==> config.mk <==
export PLATFORM = sky130hd
export DESIGN_NAME = dma_srcaddr_unit
export DESIGN_NICKNAME = d
export VERILOG_FILES = /design/src/rtl/dsa_pkg.sv /design/src/rtl/dsa_rst_sync.sv /design/src/rtl/dsa_step.sv /design/src/rtl/dsa_wrap.sv /design/src/rtl/dsa_ctrl.sv /design/src/rtl/dma_srcaddr_unit.sv
export SDC_FILE = /design/constraint.sdc
export NUM_CORES = 1
export LEC_CHECK = 0
export BUFFER_PORTS_ARGS = -buffer_cell sky130_fd_sc_hd__buf_4
export CAP_MARGIN = 40
export CORE_MARGIN = 2
export CORE_UTILIZATION = 45
export DETAILED_ROUTE_END_ITERATION = 10
export GPL_ROUTABILITY_DRIVEN = 0
export PLACE_DENSITY = 0.82
export SLEW_MARGIN = 25
export SYNTH_ARGS = -nofsm -noshare
export SYNTH_HDL_FRONTEND = slang
export SYNTH_SLANG_ARGS = --single-unit
==> constraint.sdc <==
create_clock -name clk -period 0.8 [get_ports clk]
set_input_delay 0.16 -clock clk [delete_from_list [all_inputs] [get_ports clk]]
set_output_delay 0.16 -clock clk [all_outputs]
set_load 0.005 [all_outputs]
==> src/rtl/dsa_pkg.sv <==
package dsa_pkg;
  typedef enum logic [1:0] {
    DIR_HOLD = 2'd0,
    DIR_UP   = 2'd1,
    DIR_DOWN = 2'd2
  } dir_e;
endpackage

==> src/rtl/dsa_rst_sync.sv <==
module dsa_rst_sync #(
  parameter int STAGES = 2
) (
  input  logic clk,
  input  logic rst_n_in,
  output logic rst_n_out
);
  logic [STAGES-1:0] sh_q;

  always_ff @(posedge clk or negedge rst_n_in) begin
    if (!rst_n_in) sh_q <= '0;
    else           sh_q <= {sh_q[STAGES-2:0], 1'b1};
  end

  assign rst_n_out = sh_q[STAGES-1];
endmodule

==> src/rtl/dsa_step.sv <==
module dsa_step
  import dsa_pkg::*;
#(
  parameter int AW = 16
) (
  input  logic [1:0]    mode,
  input  logic          word_xfer,
  input  logic          dack_single,
  output dir_e          dir,
  output logic [AW-1:0] delta
);
  always_comb begin
    dir = DIR_HOLD;
    if (!dack_single) begin
      case (mode)
        2'b10:   dir = DIR_UP;
        2'b11:   dir = DIR_DOWN;
        default: dir = DIR_HOLD;
      endcase
    end
    delta = word_xfer ? AW'(2) : AW'(1);
  end
endmodule

==> src/rtl/dsa_wrap.sv <==
module dsa_wrap
  import dsa_pkg::*;
#(
  parameter int AW  = 16,
  parameter int RSW = 4
) (
  input  logic [AW-1:0]  cur_addr,
  input  dir_e           dir,
  input  logic [AW-1:0]  delta,
  input  logic           rpt_on,
  input  logic [RSW-1:0] rpt_size,
  output logic [AW-1:0]  nxt_addr,
  output logic           wrap_ovf
);
  logic [AW-1:0] win_mask;
  logic [AW-1:0] low;
  logic [AW:0]   sum_up;
  logic [AW:0]   sum_dn;
  logic [AW-1:0] raw;
  logic          ovf_up;
  logic          ovf_dn;

  always_comb begin
    win_mask = rpt_on ? ((AW'(1) << rpt_size) - AW'(1)) : '1;
    low      = cur_addr & win_mask;
    sum_up   = {1'b0, low} + {1'b0, delta};
    sum_dn   = {1'b0, low} - {1'b0, delta};
    ovf_up   = sum_up[AW] || ((sum_up[AW-1:0] & ~win_mask) != '0);
    ovf_dn   = (low < delta);
    case (dir)
      DIR_UP:   raw = sum_up[AW-1:0];
      DIR_DOWN: raw = sum_dn[AW-1:0];
      default:  raw = low;
    endcase
    nxt_addr = (cur_addr & ~win_mask) | (raw & win_mask);
    case (dir)
      DIR_UP:   wrap_ovf = rpt_on && ovf_up;
      DIR_DOWN: wrap_ovf = rpt_on && ovf_dn;
      default:  wrap_ovf = 1'b0;
    endcase
  end
endmodule

==> src/rtl/dsa_ctrl.sv <==
module dsa_ctrl #(
  parameter int AW = 16
) (
  input  logic          clk,
  input  logic          rst_n,
  input  logic          load,
  input  logic [AW-1:0] start_addr,
  input  logic          act_set,
  input  logic          flag_clr,
  input  logic          xfer_done,
  input  logic          block_mode,
  input  logic          block_end,
  input  logic          rpt_ie,
  input  logic [AW-1:0] nxt_addr,
  input  logic          wrap_ovf,
  output logic [AW-1:0] addr_q,
  output logic          active_q,
  output logic          flag_q
);
  logic          pend_q;
  logic [AW-1:0] addr_d;
  logic          active_d;
  logic          flag_d;
  logic          pend_d;
  logic          addr_en;
  logic          adv;
  logic          ovf_hit;
  logic          arm;
  logic          stop;

  always_comb begin
    adv      = active_q && xfer_done;
    ovf_hit  = adv && wrap_ovf && rpt_ie;
    arm      = pend_q || ovf_hit;
    stop     = active_q && arm && (!block_mode || block_end);
    addr_en  = load || adv;
    addr_d   = load ? start_addr : nxt_addr;
    active_d = stop ? 1'b0 : (act_set ? 1'b1 : active_q);
    flag_d   = stop ? 1'b1 : (flag_clr ? 1'b0 : flag_q);
    if (load || stop) pend_d = 1'b0;
    else if (ovf_hit) pend_d = 1'b1;
    else              pend_d = pend_q;
  end

  always_ff @(posedge clk or negedge rst_n) begin
    if (!rst_n) begin
      addr_q   <= '0;
      active_q <= 1'b0;
      flag_q   <= 1'b0;
      pend_q   <= 1'b0;
    end else begin
      if (addr_en) addr_q <= addr_d;
      active_q <= active_d;
      flag_q   <= flag_d;
      pend_q   <= pend_d;
    end
  end

  assert_idle_hold_R7: assert property (@(posedge clk) disable iff (!rst_n)
    (!active_q && !load) |=> $stable(addr_q));

  assert_flag_sticky_R14: assert property (@(posedge clk) disable iff (!rst_n)
    (flag_q && !flag_clr) |=> flag_q);

  assert_stop_sets_flag_R9: assert property (@(posedge clk) disable iff (!rst_n)
    $fell(active_q) |-> flag_q);

  assert_block_defer_R11: assert property (@(posedge clk) disable iff (!rst_n)
    (active_q && block_mode && !block_end) |=> active_q);

  assert_resume_in_place_R13: assert property (@(posedge clk) disable iff (!rst_n)
    ($rose(active_q) && !$past(load)) |-> $stable(addr_q));
endmodule

==> src/rtl/dma_srcaddr_unit.sv <==
module dma_srcaddr_unit
  import dsa_pkg::*;
#(
  parameter int AW          = 16,
  parameter int RSW         = 4,
  parameter int SYNC_STAGES = 2
) (
  input  logic           clk,
  input  logic           rst_n,
  input  logic           load,
  input  logic [AW-1:0]  start_addr,
  input  logic           act_set,
  input  logic           flag_clr,
  input  logic           xfer_done,
  input  logic           block_mode,
  input  logic           block_end,
  input  logic [1:0]     mode,
  input  logic           word_xfer,
  input  logic           dack_single,
  input  logic           rpt_en,
  input  logic [RSW-1:0] rpt_size,
  input  logic           rpt_ie,
  input  logic           irq_en,
  output logic [AW-1:0]  src_addr,
  output logic           active,
  output logic           irq_flag,
  output logic           irq
);
  logic          rst_sync_n;
  dir_e          dir;
  logic [AW-1:0] delta;
  logic [AW-1:0] nxt_addr;
  logic          wrap_ovf;
  logic          rpt_on;
  logic [AW-1:0] hi_mask;

  assign rpt_on  = rpt_en && (rpt_size != '0);
  assign hi_mask = ~((AW'(1) << rpt_size) - AW'(1));

  dsa_rst_sync #(.STAGES(SYNC_STAGES)) u_rst (
    .clk       (clk),
    .rst_n_in  (rst_n),
    .rst_n_out (rst_sync_n)
  );

  dsa_step #(.AW(AW)) u_step (
    .mode        (mode),
    .word_xfer   (word_xfer),
    .dack_single (dack_single),
    .dir         (dir),
    .delta       (delta)
  );

  dsa_wrap #(.AW(AW), .RSW(RSW)) u_wrap (
    .cur_addr (src_addr),
    .dir      (dir),
    .delta    (delta),
    .rpt_on   (rpt_on),
    .rpt_size (rpt_size),
    .nxt_addr (nxt_addr),
    .wrap_ovf (wrap_ovf)
  );

  dsa_ctrl #(.AW(AW)) u_ctrl (
    .clk        (clk),
    .rst_n      (rst_sync_n),
    .load       (load),
    .start_addr (start_addr),
    .act_set    (act_set),
    .flag_clr   (flag_clr),
    .xfer_done  (xfer_done),
    .block_mode (block_mode),
    .block_end  (block_end),
    .rpt_ie     (rpt_ie),
    .nxt_addr   (nxt_addr),
    .wrap_ovf   (wrap_ovf),
    .addr_q     (src_addr),
    .active_q   (active),
    .flag_q     (irq_flag)
  );

  assign irq = irq_flag && irq_en;

  assert_fixed_hold_R3: assert property (@(posedge clk) disable iff (!rst_sync_n)
    (active && xfer_done && !load && !mode[1]) |=> $stable(src_addr));

  assert_dack_hold_R6: assert property (@(posedge clk) disable iff (!rst_sync_n)
    (active && xfer_done && !load && dack_single) |=> $stable(src_addr));

  assert_upper_fixed_R8: assert property (@(posedge clk) disable iff (!rst_sync_n)
    (active && xfer_done && !load && rpt_on) |=>
      (((src_addr ^ $past(src_addr)) & $past(hi_mask)) == '0));
endmodule

==> results by group <==
Outcome
  – Status: finished with violations
  – Failing checks: setup timing

STA
  – Final Hold Fails: 0
  – Setup-failing EPs final: 38
  – Final Slew Violations: 0
  – Min Clock Period, post-route: 3.14 ns
  – Slew Limit Headroom: 56.9%
  – Fmax: 319 MHz
  – Clock Skew: 0.00710 ns
  – Fin crit share: 392%
  – Slack of the critical path: -2.34 ns
  – Least-Margin Pin Slew: 0.644 ns
  – RSZ-0062 raised after global routing: true

Drt
  – Post-route ant nets: 0
  – DR DRC count: 0
  – WL/cell: 25.4 microns
  – WL final: 15,200 microns
  – Vias per inst: 7.11
  – Initial DRC Count: 809
  – DR vias: 4,268
  – First-pass DRT Iterations: 11

Critical path
  – Crit Path Class: input port to flip-flop
  – Buf/Inv on CP: 2
  – Most common cell on crit path: ha_4
  – Critical-path top delay cell: or4_4
  – Reg2Reg Depth: 11
  – CP Data Arrival Time: 3.31 ns
  – WP depth: 14
  – Startpoint types: input port
  – Crit-path leading delay family: simple AND/OR/NAND/NOR gates
  – Crit path capture type: flip-flop
  – Crit path max fanout: 5
  – CP required: 0.97 ns
  – CP max stage delay: 0.55 ns
  – CP cell instances: buf_6 -> or4_4 -> ha_4 -> a21boi_4 -> ha_4 -> nor2b_4 -> o21ai_2 -> or3_4 -> nor4b_4 -> buf_4 -> nand2_2 -> mux2_4 -> a221oi_2 -> o31ai_2

GRT
  – Total global routing track utilization: 42.0%
  – Vias in the first global route: 4,071
  – Largest net degree at the start of global routing: 21
  – First-pass GRT wire length: 20,800 microns
  – Initial antenna violation count: 0
  – Congestion Overflow GR: 0

Clocking
  – Max Root-Sink Buffers: 2
  – Clock Sinks: 21
  – Reg clk slew, reported paths: 0.09 ns
  – TritonCTS clock tree: yes
  – Worst-Skew Late Latency: 0.29 ns
  – Root Buffer: clkbuf_8
  – CTS HTree Levels: 1
  – Inserted Clock Buffers: 3

Power and ir drop
  – Pwr dens: 1160 nW/um^2
  – Leak: 0.00209 uW
  – Overall power: 5460 uW
  – Maximum vdd drop: 0.00124 V

Layout
  – Share of cells above drive strength 1: 50.5%
  – Final #Nets: 570
  – Commonest non-fill, non-tap cell in the layout: buf_4
  – Area Overhead vs Synth: 76.1%
  – Final Instance Area: 4700 sq um
  – Fin cells: 600
  – Most frequent cells in the layout: buf_4, buf_6, nand2_1, nor2_1, a21oi_1
  – ANT cells: 0
  – Final Util: 80.8%

Synthesis
  – Synth cell types: 72
  – Synthesized cell area: 2670 sq um
  – Yosys reg bits: 21
  – Syn_area_per_cell: 7.52 sq um
  – Synth Flop Type: dfrtp_1
  – Async set-or-reset flop fraction in the synthesized netlist: 100%
  – Number of synthesized flops with an enable pin: 0
  – Synthesized net count: 399
  – Gate Count Post-Synth: 355
  – Register area share after synthesis: 19.7%
  – Yosys warnings: 0

Die
  – Die H: 81.0 microns
  – Core region area: 5820 sq um
  – I/O pin count: 54
  – FP Rows: 28
  – Initial Util: 45.9%
  – Die W: 81.0 microns
  – Die area: 6560 sq um

Worst hold path
  – Hold/Removal Path Class: input port to flip-flop
  – Hold Path Depth: 2

Place
  – Post-Place Worst Slack: -2.66 ns
  – DP HPWL: 8180 microns
  – Dpl cell area: 4050 sq um
  – I/O Buffers: 53
  – Placed instance count: 576

Job
  – Max-cap violations: 0
[final cells by class]
| type | instances | area (sq um) |
|---|---|---|
| Inverter | 20 | 77.6 |
| Clock buffer | 3 | 41.3 |
| Tap cell | 75 | 93.8 |
| Timing Repair Buffer | 188 | 1620 |
| Fill cell | 314 | 1120 |
| Sequential cell | 21 | 531 |
| Multi-Input combinational cell | 292 | 2330 |
| Clock inverter | 1 | 5.00 |
[report_power, final]
group	internal, uW	total [uW]	switching, uW
registers	1160	1280	118
logic	1600	3360	1760
clock network	351	820	468
[cells in the mapped netlist, drive strengths merged, types with 3 or more instances]
library cell | count | share of area [%]
a21oi | 23 | 4.3
xor2 | 8 | 2.6
clkbuf | 16 | 2.3
inv | 20 | 2.8
buf | 7 | 1.5
nand2 | 38 | 5.4
or4 | 5 | 1.5
o21ai | 24 | 4.5
and2 | 6 | 1.4
ha | 7 | 3.3
xnor2 | 8 | 2.6
dfrtp | 21 | 20
or2 | 3 | 0.70
mux2 | 6 | 2.7
nor2b | 8 | 1.9
a221oi | 7 | 2.5
or3 | 3 | 0.89
nor4 | 3 | 1.5
nand2b | 3 | 0.70
mux2i | 4 | 1.5
a22oi | 3 | 0.84
nor3 | 11 | 2.4
o31ai | 6 | 2.4
a31oi | 4 | 0.94
nand3 | 17 | 3.2
o211ai | 5 | 1.4
nand4 | 6 | 1.4
nor2 | 28 | 3.9
nor3b | 3 | 0.84
a211oi | 5 | 1.4
o21a | 6 | 1.7
a21boi | 3 | 0.84
and3 | 5 | 1.4
[kinds of logic (layout without fill, tap and decap cells)]
kind of cell / Yosys count / count (layout) / synth area share (%)
AOI/OAI and AO/OA: 110 / 110 / 29.2
xor gates and xnor gates: 16 / 16 / 5.25
adders and majority gates: 9 / 9 / 4.78
buffers and inverters: 43 / 212 / 6.61
DFF: 21 / 21 / 19.7
muxes: 10 / 10 / 4.17
other: 1 / 1 / 0.141
and+or+nand+nor: 145 / 146 / 30.2
[per-layer routing]
metal	part of all wire, %	GRT usage (%)	vias up	wire, microns
li1	-	-	1651	-
met1	34	50.6	1935	5140
met2	42	64.0	491	6400
met3	15	12.7	191	2250
met4	9.5	29.0	0	1450
met5	0	0	-	0
[repair_timing]
action                     4_1_cts  5_1_grt
hold buffers                     1        0
hold endpoints to repair         2        0
gates resized for setup         77       32
setup endpoints to repair       38       38
setup buffers                   19        8
pin swaps                       31       19
gates cloned                     1        0
[final timing paths]
kind | startpoint | end | slack, ns
setup / recovery | rpt_size[1] | flip-flop | -2.34
hold / removal | flag_clr | u_ctrl.flag_q | 0.04
setup reg to reg | flip-flop | flip-flop | -2.01
hold reg to reg | u_rst.sh_q[1] | async pin | 0.21
max in group asynchronous | u_rst.sh_q[1] | async pin | 0.43
min in group asynchronous | rst_n | u_rst.sh_q[0] | 0.17
[worst reg2reg max path: cells and delay by family, from the launching register on]
| family | cells | cell delay, ns |
|---|---|---|
| AND/OR/NAND/NOR | 4 | 0.81 |
| adder cells (fa/ha/maj) | 1 | 0.25 |
| flip-flops | 1 | 0.40 |
| multiplexers | 1 | 0.31 |
| AO/OA/AOI/OAI | 4 | 0.73 |
| buffers and inverters | 1 | 0.20 |
[metrics by stage]
stage          hold slack, ns  TNS, ns
3_5_place_dp          -0.0573   -43.00
2_1_floorplan          -0.136   -38.95
3_3_place_gp          -0.0579   -41.01
5_1_grt                0.0568   -45.37
6_report               0.0410   -43.71
4_1_cts                0.0455   -40.82
Note: power is estimated with default switching activity, not from simulation.
